`src/rtl/mdio_mst_pkg.sv`:
```
package mdio_mst_pkg;

    localparam int FRAME_LEN  = 64;
    localparam int TA_FIRST   = 46;
    localparam int TA_SECOND  = 47;
    localparam int DATA_FIRST = 48;
    localparam int FIELD_W    = 16;

    localparam logic [4:0] OFS_CMD   = 5'h00;
    localparam logic [4:0] OFS_ADR   = 5'h04;
    localparam logic [4:0] OFS_WDAT  = 5'h08;
    localparam logic [4:0] OFS_RDAT  = 5'h0C;
    localparam logic [4:0] OFS_STAT  = 5'h10;

    localparam logic [1:0] SEL_EXT   = 2'd0;
    localparam logic [1:0] SEL_BASIC = 2'd1;
    localparam logic [1:0] OP_BASIC_RD = 2'd2;
    localparam logic [1:0] OP_EXT_ADR  = 2'd0;
    localparam logic [1:0] OP_EXT_RDI  = 2'd2;
    localparam logic [1:0] OP_EXT_RD   = 2'd3;

    typedef struct packed {
        logic       go;
        logic [1:0] sel;
        logic [1:0] op;
        logic [4:0] port;
        logic [4:0] dev;
    } cmd_t;

    function automatic logic op_is_read(cmd_t c);
        if (c.sel == SEL_EXT)
            return (c.op == OP_EXT_RDI) || (c.op == OP_EXT_RD);
        return c.op == OP_BASIC_RD;
    endfunction

endpackage

```
`src/rtl/mdio_mdc_gen.sv`:
```
module mdio_mdc_gen #(
    parameter int MDC_HALF = 2
) (
    input  logic clk,
    input  logic rst_n,
    input  logic run,
    output logic mdc,
    output logic rise_stb,
    output logic fall_stb
);
    localparam int CW = $clog2(MDC_HALF) + 1;

    typedef struct packed {
        logic [CW-1:0] cnt;
        logic          mdc;
    } gen_t;

    gen_t q, d;
    logic tick;

    always_comb begin
        d        = q;
        tick     = run && (q.cnt == CW'(MDC_HALF - 1));
        rise_stb = tick && !q.mdc;
        fall_stb = tick && q.mdc;
        if (!run) begin
            d.cnt = '0;
            d.mdc = 1'b0;
        end else if (tick) begin
            d.cnt = '0;
            d.mdc = !q.mdc;
        end else begin
            d.cnt = q.cnt + CW'(1);
        end
    end

    always_ff @(posedge clk) begin
        if (!rst_n) q <= '0;
        else        q <= d;
    end

    assign mdc = q.mdc;

    AST_MDC_IDLE_LOW: assert property (@(posedge clk) disable iff (!rst_n)
        !run |=> !mdc);

    AST_MDC_EDGE_ON_STROBE: assert property (@(posedge clk) disable iff (!rst_n)
        (run && $past(run) && !$stable(mdc)) |-> $past(tick));

endmodule

```
`src/rtl/mdio_frame_seq.sv`:
```
module mdio_frame_seq
    import mdio_mst_pkg::*;
(
    input  logic               clk,
    input  logic               rst_n,
    input  logic               start,
    input  cmd_t               cmd,
    input  logic [FIELD_W-1:0] adr_val,
    input  logic [FIELD_W-1:0] wr_val,
    input  logic               rise_stb,
    input  logic               fall_stb,
    input  logic               mdio_i,
    output logic               busy,
    output logic               is_rd,
    output logic               mdio_o,
    output logic               mdio_oe,
    output logic               done,
    output logic [FIELD_W-1:0] rd_val,
    output logic               rd_fail
);
    localparam int IW = $clog2(FRAME_LEN);

    typedef struct packed {
        logic                 busy;
        logic                 rd;
        logic [FRAME_LEN-1:0] sh;
        logic [IW-1:0]        idx;
        logic                 oe;
        logic [FIELD_W-1:0]   rsh;
        logic                 fail;
    } seq_t;

    seq_t q, d;
    logic               new_rd;
    logic [FIELD_W-1:0] payload;
    logic [IW-1:0]      nidx;

    always_comb begin
        d       = q;
        done    = 1'b0;
        new_rd  = op_is_read(cmd);
        payload = ((cmd.sel == SEL_EXT) && (cmd.op == OP_EXT_ADR)) ? adr_val : wr_val;
        nidx    = q.idx + IW'(1);
        if (!q.busy) begin
            if (start) begin
                d.busy = 1'b1;
                d.rd   = new_rd;
                d.idx  = '0;
                d.oe   = 1'b1;
                d.fail = 1'b0;
                d.sh   = {32'hFFFF_FFFF, cmd.sel, cmd.op, cmd.port, cmd.dev,
                          new_rd ? 2'b11 : 2'b10,
                          new_rd ? {FIELD_W{1'b1}} : payload};
            end
        end else begin
            if (rise_stb) begin
                if (q.idx == IW'(TA_SECOND))
                    d.fail = mdio_i;
                if (q.idx >= IW'(DATA_FIRST))
                    d.rsh = {q.rsh[FIELD_W-2:0], mdio_i};
            end
            if (fall_stb) begin
                if (q.idx == IW'(FRAME_LEN - 1)) begin
                    d.busy = 1'b0;
                    d.oe   = 1'b0;
                    d.sh   = '0;
                    done   = 1'b1;
                end else begin
                    d.idx = nidx;
                    d.sh  = {q.sh[FRAME_LEN-2:0], 1'b0};
                    d.oe  = !(q.rd && (nidx >= IW'(TA_FIRST)));
                end
            end
        end
    end

    always_ff @(posedge clk) begin
        if (!rst_n) q <= '0;
        else        q <= d;
    end

    assign busy    = q.busy;
    assign is_rd   = q.rd;
    assign mdio_o  = q.sh[FRAME_LEN-1];
    assign mdio_oe = q.oe;
    assign rd_val  = q.rsh;
    assign rd_fail = q.fail;

    AST_DRIVE_ON_FALL: assert property (@(posedge clk) disable iff (!rst_n)
        (busy && $past(busy) && !$stable(mdio_o)) |-> $past(fall_stb));

    AST_NO_STROBE_CLASH: assert property (@(posedge clk) disable iff (!rst_n)
        !(rise_stb && fall_stb));

    AST_RELEASE_STAYS: assert property (@(posedge clk) disable iff (!rst_n)
        (busy && is_rd && !mdio_oe) |=> !mdio_oe);

endmodule

```
`src/rtl/mdio_mst_top.sv`:
```
module mdio_mst_top
    import mdio_mst_pkg::*;
#(
    parameter int ADDR_W   = 5,
    parameter int BUS_W    = 32,
    parameter int MDC_HALF = 2
) (
    input  logic              clk,
    input  logic              rst_n,
    input  logic              reg_we,
    input  logic [ADDR_W-1:0] reg_addr,
    input  logic [BUS_W-1:0]  reg_wdata,
    output logic [BUS_W-1:0]  reg_rdata,
    output logic              mdc,
    output logic              mdio_o,
    output logic              mdio_oe,
    input  logic              mdio_i
);
    localparam int CMD_W = $bits(cmd_t);

    typedef struct packed {
        logic [CMD_W-2:0]   cmd;
        logic [FIELD_W-1:0] adr;
        logic [FIELD_W-1:0] wdat;
        logic [FIELD_W-1:0] rdat;
        logic               fail;
    } regs_t;

    regs_t q, d;
    logic               busy, is_rd, done, rd_fail, rise_stb, fall_stb, start;
    logic [FIELD_W-1:0] rd_val;
    logic [4:0]         ofs;
    cmd_t               wcmd;

    assign ofs  = 5'(reg_addr);
    assign wcmd = cmd_t'(reg_wdata[CMD_W-1:0]);

    always_comb begin
        d     = q;
        start = 1'b0;
        if (reg_we && !busy) begin
            unique case (ofs)
                OFS_CMD: begin
                    d.cmd = reg_wdata[CMD_W-2:0];
                    start = wcmd.go;
                end
                OFS_ADR:  d.adr  = reg_wdata[FIELD_W-1:0];
                OFS_WDAT: d.wdat = reg_wdata[FIELD_W-1:0];
                default: ;
            endcase
        end else if (reg_we) begin
            unique case (ofs)
                OFS_ADR:  d.adr  = reg_wdata[FIELD_W-1:0];
                OFS_WDAT: d.wdat = reg_wdata[FIELD_W-1:0];
                default: ;
            endcase
        end
        if (done && is_rd) begin
            d.rdat = rd_val;
            d.fail = rd_fail;
        end
    end

    always_ff @(posedge clk) begin
        if (!rst_n) q <= '0;
        else        q <= d;
    end

    always_comb begin
        reg_rdata = '0;
        unique case (ofs)
            OFS_CMD:  reg_rdata[CMD_W-1:0]   = {busy, q.cmd};
            OFS_ADR:  reg_rdata[FIELD_W-1:0] = q.adr;
            OFS_WDAT: reg_rdata[FIELD_W-1:0] = q.wdat;
            OFS_RDAT: reg_rdata[FIELD_W-1:0] = q.rdat;
            OFS_STAT: reg_rdata[0]           = q.fail;
            default: ;
        endcase
    end

    mdio_mdc_gen #(.MDC_HALF(MDC_HALF)) u_mdc (
        .clk      (clk),
        .rst_n    (rst_n),
        .run      (busy),
        .mdc      (mdc),
        .rise_stb (rise_stb),
        .fall_stb (fall_stb)
    );

    mdio_frame_seq u_seq (
        .clk      (clk),
        .rst_n    (rst_n),
        .start    (start),
        .cmd      (wcmd),
        .adr_val  (q.adr),
        .wr_val   (q.wdat),
        .rise_stb (rise_stb),
        .fall_stb (fall_stb),
        .mdio_i   (mdio_i),
        .busy     (busy),
        .is_rd    (is_rd),
        .mdio_o   (mdio_o),
        .mdio_oe  (mdio_oe),
        .done     (done),
        .rd_val   (rd_val),
        .rd_fail  (rd_fail)
    );

    AST_CMD_HELD_BUSY: assert property (@(posedge clk) disable iff (!rst_n)
        (busy && reg_we && ofs == OFS_CMD) |=> $stable(q.cmd));

    AST_GO_NEEDS_WRITE: assert property (@(posedge clk) disable iff (!rst_n)
        $rose(busy) |-> $past(reg_we && ofs == OFS_CMD && reg_wdata[CMD_W-1]));

    AST_OE_IDLE_LOW: assert property (@(posedge clk) disable iff (!rst_n)
        !busy |-> !mdio_oe);

    AST_FAIL_ONLY_READ: assert property (@(posedge clk) disable iff (!rst_n)
        !$stable(q.fail) |-> $past(done && is_rd));

endmodule

```
`config.mk`:
```
export PLATFORM = sky130hd
export DESIGN_NAME = mdio_mst_top
export DESIGN_NICKNAME = d
export VERILOG_FILES = /design/src/rtl/mdio_mst_pkg.sv /design/src/rtl/mdio_mdc_gen.sv /design/src/rtl/mdio_frame_seq.sv /design/src/rtl/mdio_mst_top.sv
export SDC_FILE = /design/constraint.sdc
export NUM_CORES = 1
export LEC_CHECK = 0
export BUFFER_PORTS_ARGS = -buffer_cell sky130_fd_sc_hd__buf_4
export CORE_ASPECT_RATIO = 1.2
export CORE_MARGIN = 3
export CORE_UTILIZATION = 62
export DETAILED_ROUTE_END_ITERATION = 12
export PLACE_DENSITY = 0.84
export SLEW_MARGIN = 20
export SYNTH_ARGS = -nofsm -noshare
export SYNTH_HDL_FRONTEND = slang
export SYNTH_SLANG_ARGS = --single-unit
```
`constraint.sdc`:
```
create_clock -name clk -period 5.9 [get_ports clk]
set_clock_uncertainty 0.1 [all_clocks]
set_input_delay 1.475 -clock clk [delete_from_list [all_inputs] [get_ports clk]]
set_output_delay 1.475 -clock clk [all_outputs]
set_load 0.005 [all_outputs]
```
==> results of run 1 <==
## cell usage in the layout, fill, tap and decap left out, types with 3 or more instances in the layout
cell,Yosys,layout
sky130_fd_sc_hd__a211oi_1,3,3
sky130_fd_sc_hd__a21oi_1,39,38
sky130_fd_sc_hd__a221oi_1,34,34
sky130_fd_sc_hd__a22oi_1,29,29
sky130_fd_sc_hd__a31oi_1,31,31
sky130_fd_sc_hd__and3_1,5,5
sky130_fd_sc_hd__buf_4,19,50
sky130_fd_sc_hd__clkbuf_16,0,17
sky130_fd_sc_hd__clkinv_2,0,3
sky130_fd_sc_hd__clkinvlp_4,0,3
sky130_fd_sc_hd__conb_1,1,16
sky130_fd_sc_hd__dfxtp_1,156,156
sky130_fd_sc_hd__ha_1,3,3
sky130_fd_sc_hd__inv_1,7,7
sky130_fd_sc_hd__mux2i_1,53,53
sky130_fd_sc_hd__nand2_1,115,115
sky130_fd_sc_hd__nand3_1,33,32
sky130_fd_sc_hd__nand4_1,3,3
sky130_fd_sc_hd__nor2_1,90,90
sky130_fd_sc_hd__nor3_1,5,5
sky130_fd_sc_hd__o21a_1,3,3
sky130_fd_sc_hd__o21ai_0,19,19
sky130_fd_sc_hd__o221ai_1,16,16
## path summary, 6_finish.rpt
path                              start                          to  depth (start not counted)
setup / recovery            reg_addr[3]               reg_rdata[15]                          6
hold / removal    u_mdc.q[1]$_SDFF_PP0_       u_mdc.q[1]$_SDFF_PP0_                          1
setup reg to reg  u_seq.busy$_SDFF_PN0_  u_seq.mdio_oe$_SDFFE_PN0P_                          4
hold reg to reg   u_mdc.q[1]$_SDFF_PP0_       u_mdc.q[1]$_SDFF_PP0_                          1
## sequential cells by signal, summed over array words and instances (netlist names)
| signal | flops |
|---|---|
| u_seq.rd_fail | 1 |
| q | 63 |
| u_seq.mdio_o | 1 |
| u_seq.mdio_oe | 1 |
| u_mdc.mdc | 1 |
| u_mdc.q | 2 |
| u_seq.is_rd | 1 |
| u_seq.rd_val | 16 |
| u_seq.q | 69 |
| u_seq.busy | 1 |
## metal layers
layer | routed length (µm) | share of wire, %
met2 | 8412 | 51
met5 | 0 | 0
met4 | 384 | 2.3
met3 | 1326 | 8.0
met1 | 6485 | 39
## cell type report
| class | count | share of cell area (%) |
|---|---|---|
| Multi-Input combinational cell | 523 | 41.76 |
| Sequential cell | 156 | 42.49 |
| Timing Repair Buffer | 51 | 5.482 |
| Inverter | 8 | 0.4256 |
| Clock inverter | 10 | 1.617 |
| Clock buffer | 20 | 6.078 |
| Tap cell | 126 | 2.145 |
## power by group
| group | internal [mW] | leakage (nW) | switching (mW) |
|---|---|---|---|
| Combinational | 0.0252 | 1.38 | 0.0531 |
| Clock | 0.629 | 0.268 | 0.427 |
| Sequential | 1.06 | 1.26 | 0.00349 |
| Total | 1.71 | 2.90 | 0.484 |
## stage by stage
| step | util (%) | setup WS, ps |
|---|---|---|
| CTS | 72.07 | 1200 |
| global route | 72.34 | 1108 |
| detailed placement | 66.50 | 1201 |
| global placement | 66.50 | 1275 |
| floorplan | - | 1799 |
| finish | 72.34 | 1204 |
## logic make-up (layout without fill, tap and decap cells)
group           Yosys count  after routing  share of synthesized area, %
simple gates            264            264                         16.98
compound gates          185            185                         19.63
flops                   156            156                         47.52
buf+inv                  89             89                         6.891
mux                      53             53                         8.072
fa+ha+maj                 4              4                        0.7235
other cells               1             16                       0.05706
xor+xnor                  1              1                        0.1333
## critical path: stages
cell and delay [ps]:
sky130_fd_sc_hd__buf_4 130, sky130_fd_sc_hd__nor4_4 430, sky130_fd_sc_hd__and2_1 640, sky130_fd_sc_hd__a22oi_1 200, sky130_fd_sc_hd__nand2_1 120, sky130_fd_sc_hd__buf_4 120
==> results.md, run 1 <==
Global routing
• **GR Layer Usage met3** 6.907%
• **GRT met1 Usage** 34.75%
• **grt ovf** 0
• **GR Util met2** 46.41%
• **GR Util All Layers** 28.06%
• **maximum number of pins on one net before global-route repair** 71
• **wire length of the first global-routing pass** 26.87 mm
• **Most Crowded Layer GR** met2
• **antenna violations before repair** 0
• **vias in the first global route** 5574

Critical path
• **register-to-register path setup slack** 3460 ps
• **required time of the worst setup path** 4320 ps
• **critical path startpoint category** input port
• **WP data arrival** 3120 ps
• **CP endpoint kind** primary output
• **crit path max fanout** 15
• **critical setup path kind** in -> out

Place
• **routability-driven placement congestion ratio** 0.8537
• **post-detail-place hpwl** 10.02 mm
• **Post-DP Area** 6756 µm²
• **Buffers on Ports** 43
• **Placed Cells** 863

Timing
• **Final Hold Violating Endpoints** 0
• **tightest slew margin relative to the limit** 27.13%
• **setup-violating endpoint count in the final report** 0
• **slew at the pin closest to its max-slew limit** 1093 ps
• **worst hold slack after final layout** 352.5 ps
• **count of pins over their slew limit** 0
• **final critical-path share of the clock period** 79.60%
• **total negative setup slack** 0 ps
• **minimum clock period after layout** 4696 ps
• **unrepaired setup endpoints after global routing** no
• **max frequency** 0.2129 GHz

Detailed routing
• **DRT iter0 DRCs** 691
• **DRT Pass-1 Iters** 6
• **detailed-route vias per instance** 6.464
• **per-cell routed wire length** 18.58 µm
• **post-detailed-route count of antenna-violating nets** 0
• **DR DRC count** 0
• **overall via count from detail_route** 5779
• **overall routed net length** 16.61 mm

Clocking
• **post-cts gate resize count** 0
• **CTS hold repair buffers** 0
• **insertion delay to the later sink of the worst-skew pair** 420 ps
• **number of buffers between clock root and the deepest sink** 2
• **clk sinks** 156
• **H-tree levels** 4
• **buffers inserted during post-CTS setup optimization** 0
• **number of buffers created by CTS** 17
• **clock root buffer** sky130_fd_sc_hd__clkbuf_16
• **CTS tree** yes
• **clock transition at the registers of the reported paths** 60 ps

Job
• **# Max-Cap Violations** 0

Cells and area
• **final non-filler cell total** 894
• **proportion of layout cells with a drive suffix above 1** 11.59%
• **Layout area overhead** 11.82%
• **# diodes** 0
• **register area** 3123 µm²
• **footprint of the multi-input gates** 3069 µm²
• **number of nets in the final layout** 801
• **final std cell area, no fill** 7350 µm²
• **final-layout fill cell count** 758

Logic synthesis
• **leading post-synthesis cells by cell area** sky130_fd_sc_hd__dfxtp_1 (48%), sky130_fd_sc_hd__mux2i_1 (8.1%), sky130_fd_sc_hd__nand2_1 (6.6%)
• **count of flip-flops with a built-in enable after synthesis** 0
• **sequential-to-total area share from yosys stat** 47.52%
• **Synth async-reset ratio** 0%
• **most used flip-flop cell after synthesis** sky130_fd_sc_hd__dfxtp_1
• **biggest area consumer among synthesized cells** sky130_fd_sc_hd__dfxtp_1
• **mean post-synth cell area** 8.728 µm²
• **Post-Synthesis Cells** 753
• **share of the synthesized area in the top cell type** 47.52%
• **number of distinct library cells after synthesis** 48
• **Post-synth top cells** sky130_fd_sc_hd__dfxtp_1 (156), sky130_fd_sc_hd__nand2_1 (115), sky130_fd_sc_hd__nor2_1 (90)
• **number of storage elements in the synthesis netlist** 156
• **cell area after technology mapping** 6573 µm²
• **yosys synthesis warning count** 0
• **most used standard cell by instance count after synthesis** sky130_fd_sc_hd__dfxtp_1

Floorplanning
• **die width** 99.99 µm
• **Placement Rows** 40
• **overall die area** 11880 µm²
• **initial cell density of the core** 64.69%
• **Core Box Area** 10160 µm²
• **io pins** 76
• **Die Y-Extent** 118.8 µm

Pwr
• **Peak supply drop** 0.1954 mV
• **Leakage** 2.902 nW
• **Overall Power** 2.197 mW
• **total power density per cell area** 298.9 nW/µm²

Status
• **run status** finished, final reports clean

Worst hold path
• **worst hold path type** reg -> reg

No activity file was read; power rests on OpenSTA's default activity.
==> run 2, diff against run 1 <==
--- a/config.mk
+++ b/config.mk
@@ -8,9 +8,9 @@
 export BUFFER_PORTS_ARGS = -buffer_cell sky130_fd_sc_hd__buf_4
 export CORE_ASPECT_RATIO = 1.2
 export CORE_MARGIN = 3
-export CORE_UTILIZATION = 62
+export CORE_UTILIZATION = 58
 export DETAILED_ROUTE_END_ITERATION = 12
-export PLACE_DENSITY = 0.84
+export PLACE_DENSITY = 0.79
 export SLEW_MARGIN = 20
 export SYNTH_ARGS = -nofsm -noshare
 export SYNTH_HDL_FRONTEND = slang
==> constraint.sdc (replaced) <==
create_clock -name clk -period 4.8 [get_ports clk]
set_clock_uncertainty 0.1 [all_clocks]
set_input_delay 1.2 -clock clk [delete_from_list [all_inputs] [get_ports clk]]
set_output_delay 1.2 -clock clk [all_outputs]
set_load 0.005 [all_outputs]
==> run 2 against run 1 <==
  * Combinational power rose by 24%
  * Power rose by 24%
  * Global-route usage fell by 1.6 points
  * First-iteration DRC count fell by 27%
  * Utilization fell by 3.7 points
  * Clock-buffer cell count rose by 2
  * Sequential share of layout area fell by 0.27 points
  * Register-to-register slack got worse by 1200 ps
  * Critical endpoint unchanged
  * Largest cell class unchanged
==> results.md, run 2 (synthesis results as in run 1) <==
Pwr
• **Logic pwr share** 3.6%
• **internal portion of total power** 2.139 mW
• **Leakage** 2.926 nW
• **Flop pwr share** 47.8%
• **switching portion of total power** 21.60%
• **Clk network pwr share** 48.6%
• **total power density per cell area** 368.8 nW/µm²
• **Peak supply drop** 0.2260 mV
• **P_sw** 589.4 µW

Floorplanning
• **overall die area** 12650 µm²
• **Core Box Area** 10770 µm²
• **die width** 103.2 µm
• **Die Y-Extent** 122.6 µm
• **io pins** 76
• **initial cell density of the core** 61.01%
• **Placement Rows** 41

Cells and area
• **commonest non-fill, non-tap cells in the layout** sky130_fd_sc_hd__dfxtp_1 (156), sky130_fd_sc_hd__nand2_1 (115), sky130_fd_sc_hd__nor2_1 (90)
• **number of flip-flops under the largest register name** 69
• **Layout area overhead** 12.55%
• **most common cell after layout, fill and taps aside** sky130_fd_sc_hd__dfxtp_1
• **number of nets in the final layout** 802
• **largest register by flop count** u_seq.q
• **# diodes** 0
• **footprint of the multi-input gates** 3069 µm²
• **register area** 3123 µm²
• **final-layout fill cell count** 846
• **proportion of layout cells with a drive suffix above 1** 11.93%

Timing
• **slew at the pin closest to its max-slew limit** 1085 ps
• **total negative setup slack** 0 ps
• **Worst Setup Slack, final** 705.2 ps
• **minimum clock period after layout** 4095 ps
• **Final Hold Violating Endpoints** 0
• **tightest slew margin relative to the limit** 27.47%
• **count of pins over their slew limit** 0
• **setup-violating endpoint count in the final report** 0
• **final critical-path share of the clock period** 85.31%
• **unrepaired setup endpoints after global routing** no
• **max frequency** 0.2442 GHz

Clocking
• **insertion delay to the later sink of the worst-skew pair** 420 ps
• **H-tree levels** 4
• **clock root buffer** sky130_fd_sc_hd__clkbuf_16
• **number of buffers between clock root and the deepest sink** 2
• **post-cts gate resize count** 0
• **clock transition at the registers of the reported paths** 60 ps
• **number of buffers created by CTS** 17
• **buffers inserted during post-CTS setup optimization** 0
• **CTS tree** yes
• **clk sinks** 156
• **CTS hold repair buffers** 0

Detailed routing
• **per-cell routed wire length** 18.37 µm
• **overall routed net length** 16.54 mm
• **post-detailed-route count of antenna-violating nets** 0
• **overall via count from detail_route** 5647
• **DRT Pass-1 Iters** 6
• **DRT iter0 DRCs** 505
• **DR DRC count** 0
• **detailed-route vias per instance** 6.274

Global routing
• **maximum number of pins on one net before global-route repair** 103
• **vias in the first global route** 5421
• **antenna violations before repair** 0
• **grt ovf** 0
• **GR Util All Layers** 26.45%
• **wire length of the first global-routing pass** 26.25 mm

Critical path
• **WP data arrival** 2790 ps
• **required time of the worst setup path** 3500 ps
• **register-to-register path setup slack** 2270 ps
• **critical path startpoint category** input port
• **terminus of the critical flop-to-flop path** u_seq.q[21]$_SDFFE_PN0P_
• **termination of the worst setup path** reg_rdata[15]
• **Reg2Reg Depth** 4
• **origin of the critical flop-to-flop path** u_seq.busy$_SDFF_PN0_
• **crit path max fanout** 8
• **critical setup path kind** in -> out
• **CP endpoint kind** primary output
• **critical path launch point** reg_addr[3]

Worst hold path
• **worst hold path type** reg -> reg
• **cell depth of the worst hold path** 1

Place
• **Buffers on Ports** 43
• **routability-driven placement congestion ratio** 0.8402
• **pre-CTS setup slack** 756.9 ps
• **post-detail-place hpwl** 10.12 mm

Job
• **# Max-Cap Violations** 0

Status
• **run status** finished, final reports clean

[run 2: how the worst min path moves through the flow]
stage	endpoint	slack, ps	start
finish	u_mdc.q[1]$_SDFF_PP0_	350	u_mdc.q[1]$_SDFF_PP0_
global route	u_mdc.q[1]$_SDFF_PP0_	360	u_mdc.q[1]$_SDFF_PP0_
CTS	u_mdc.q[1]$_SDFF_PP0_	340	u_mdc.q[1]$_SDFF_PP0_
detailed placement	u_mdc.q[1]$_SDFF_PP0_	330	u_mdc.q[1]$_SDFF_PP0_
global placement	u_mdc.q[1]$_SDFF_PP0_	310	u_mdc.q[1]$_SDFF_PP0_
floorplan	u_mdc.q[1]$_SDFF_PP0_	300	u_mdc.q[1]$_SDFF_PP0_
[run 2: stage by stage]
step / cell area (µm²) / hold WS, ps / total power [mW] / utilization [%] / cells
finish: 7397 / 346.6 / 2.728 / 68.66 / 900
detailed placement: 6780 / 330.7 / 1.428 / 62.94 / 867
floorplan: 6629 / 304.3 / 1.395 / - / 768
global route: 7397 / 362.8 / 2.800 / 68.66 / 900
global placement: 6780 / 312.7 / 1.425 / 62.94 / 867
CTS: 7370 / 338.7 / 2.734 / 68.41 / 899
[run 2: area by class of cell]
| class | count | share of cell area [%] |
|---|---|---|
| Clock buffer | 22 | 6.411 |
| Timing Repair Buffer | 52 | 5.717 |
| Clock inverter | 10 | 1.556 |
| Tap cell | 129 | 2.182 |
| Multi-Input combinational cell | 523 | 41.49 |
| Sequential cell | 156 | 42.22 |
| Inverter | 8 | 0.4229 |
[run 2: power by group through the flow]
stage	Clock (mW)	Sequential, mW	Combinational [mW]
finish	1.33	1.31	0.0970
global route	1.39	1.31	0.104
CTS	1.33	1.31	0.0948
detailed placement	0	1.33	0.0941
global placement	0	1.33	0.0920
floorplan	0	1.33	0.0621
[run 2: metal layers]
layer  part of all wire (%)  vias up  global-route usage (%)
met2                     51      234                   45.35
li1                       -     2676                       -
met3                    6.1       35                   4.662
met1                     40     2702                   32.28
met5                      0        -                       0
met4                    2.6        0                   11.26
[run 2: worst max-delay path, cell delays in order]
cell and delay (ps):
sky130_fd_sc_hd__buf_4 130, sky130_fd_sc_hd__nor4_4 440, sky130_fd_sc_hd__and2_1 480, sky130_fd_sc_hd__buf_4 250, sky130_fd_sc_hd__a22oi_1 90, sky130_fd_sc_hd__nand2_1 90, sky130_fd_sc_hd__buf_4 110
==> run 3, diff against run 2 <==
--- a/config.mk
+++ b/config.mk
@@ -7,7 +7,7 @@
 export LEC_CHECK = 0
 export BUFFER_PORTS_ARGS = -buffer_cell sky130_fd_sc_hd__buf_4
 export CORE_ASPECT_RATIO = 1.2
-export CORE_MARGIN = 3
+export CORE_MARGIN = 10
 export CORE_UTILIZATION = 58
 export DETAILED_ROUTE_END_ITERATION = 12
 export PLACE_DENSITY = 0.79
==> run 3 against run 2 <==
  * Register-to-register slack better by 50 ps
  * Non-clock buffer count is 1 higher
  * Flip-flop and latch count stayed put
  * Combinational power hardly changed
  * Critical path type unchanged
  * Critical endpoint is now reg_rdata[10]
==> results.md, run 3 (synthesis results as in run 1) <==
Detailed routing
• **DR DRC count** 0
• **overall via count from detail_route** 5626
• **DRT iter0 DRCs** 580
• **DRT Pass-1 Iters** 5
• **Post-Route M1 WL** 6.616 mm
• **detailed-route vias per instance** 6.223
• **highest routing layer actually used** met4
• **wire length on met3** 1.230 mm
• **met2 wire length** 8.571 mm
• **overall routed net length** 16.83 mm
• **per-cell routed wire length** 18.62 µm
• **post-detailed-route count of antenna-violating nets** 0

Critical path
• **CP endpoint kind** primary output
• **category of cells accounting for the largest share of critical-path delay** simple AND/OR/NAND/NOR gates
• **Most common cell on crit path** sky130_fd_sc_hd__buf_4
• **cell chain of the critical path** buf_4, nor4_4, and2_0, buf_4, a22oi_1, nand2_1, buf_4
• **Levels on crit path** 7
• **slowest stage cell on the critical path** sky130_fd_sc_hd__and2_0
• **required time of the worst setup path** 3500 ps
• **Reg2Reg Depth** 4
• **critical setup path kind** in -> out
• **crit path max fanout** 9
• **slowest cell delay on critical path** 500 ps
• **critical path startpoint category** input port
• **buffers plus inverters on the worst setup path** 3
• **WP data arrival** 2900 ps

Cells and area
• **number of nets in the final layout** 803
• **final non-filler cell total** 904
• **most common cell after layout, fill and taps aside** sky130_fd_sc_hd__dfxtp_1
• **commonest non-fill, non-tap cells in the layout** sky130_fd_sc_hd__dfxtp_1 (156), sky130_fd_sc_hd__nand2_1 (115), sky130_fd_sc_hd__nor2_1 (90)
• **largest register by flop count** u_seq.q
• **Layout Utilization** 67.10%
• **# diodes** 0
• **Layout area overhead** 12.66%
• **proportion of layout cells with a drive suffix above 1** 12.05%
• **number of flip-flops under the largest register name** 69
• **final-layout fill cell count** 882

Clocking
• **CTS hold repair buffers** 0
• **clk sinks** 156
• **buffers inserted during post-CTS setup optimization** 0
• **post-cts gate resize count** 0
• **H-tree levels** 4
• **insertion delay to the later sink of the worst-skew pair** 420 ps
• **clock transition at the registers of the reported paths** 60 ps
• **CTS tree** yes
• **clock root buffer** sky130_fd_sc_hd__clkbuf_16
• **number of buffers created by CTS** 17
• **number of buffers between clock root and the deepest sink** 2

Global routing
• **vias in the first global route** 5521
• **maximum number of pins on one net before global-route repair** 71
• **GR Util All Layers** 21.31%
• **wire length of the first global-routing pass** 27.10 mm
• **antenna violations before repair** 0
• **grt ovf** 0

Timing
• **total negative setup slack** 0 ps
• **final critical-path share of the clock period** 87.45%
• **worst hold slack after final layout** 329.2 ps
• **Worst Setup Slack, final** 602.6 ps
• **tightest slew margin relative to the limit** 28.16%
• **count of pins over their slew limit** 0
• **setup-violating endpoint count in the final report** 0
• **slew at the pin closest to its max-slew limit** 1074 ps
• **max frequency** 0.2382 GHz
• **Final Hold Violating Endpoints** 0
• **minimum clock period after layout** 4197 ps
• **unrepaired setup endpoints after global routing** no

Worst hold path
• **worst hold path type** reg -> reg
• **cell depth of the worst hold path** 1

Floorplanning
• **Die Y-Extent** 136.6 µm
• **die width** 117.2 µm
• **Placement Rows** 42
• **initial cell density of the core** 59.56%
• **Core Box Area** 11040 µm²
• **overall die area** 16010 µm²
• **io pins** 76

Place
• **Placed Cells** 871
• **post-detail-place hpwl** 10.64 mm
• **routability-driven placement congestion ratio** 0.8485
• **Buffers on Ports** 43
• **pre-CTS setup slack** 713.4 ps

Pwr
• **total power density per cell area** 372.9 nW/µm²
• **Peak supply drop** 0.2103 mV
• **Leakage** 2.925 nW

Status
• **run status** finished, final reports clean

Job
• **# Max-Cap Violations** 0

run 3: stage by stage:
| stage | instance area [µm²] | power [mW] |
|---|---|---|
| 2_1_floorplan | 6629 | 1.395 |
| 3_3_place_gp | 6779 | 1.425 |
| 3_5_place_dp | 6779 | 1.427 |
| 4_1_cts | 7377 | 2.769 |
| 5_1_grt | 7405 | 2.843 |
| 6_report | 7405 | 2.761 |
run 3: where the power goes:
part / internal [mW] / switching (mW)
registers: 1.30 / 0.00423
clock network: 0.821 / 0.538
logic: 0.0313 / 0.0656
run 3: routing by layer:
metal  GRT usage [%]  up-vias
li1                -     2678
met5               0        -
met2           36.48      236
met4           9.697        0
met1           24.28     2678
met3           5.388       34
run 3: worst paths after layout:
path                         endpoint                   from  slack (ps)
min reg2reg     u_mdc.q[1]$_SDFF_PP0_  u_mdc.q[1]$_SDFF_PP0_         330
max                     reg_rdata[10]            reg_addr[3]         600
max reg2reg  u_seq.q[21]$_SDFFE_PN0P_  u_seq.busy$_SDFF_PN0_        2320
min             u_mdc.q[1]$_SDFF_PP0_  u_mdc.q[1]$_SDFF_PP0_         330
run 3: layout make-up:
cell class,instances,area (µm²),area share [%]
clock inverters,13,165.2,2.230
well taps,132,165.2,2.230
multi-input cells,523,3069,41.45
flip-flops and latches,156,3123,42.18
repair buffers,53,417.9,5.644
inverters,8,31.28,0.4224
clock buffers,19,432.9,5.847
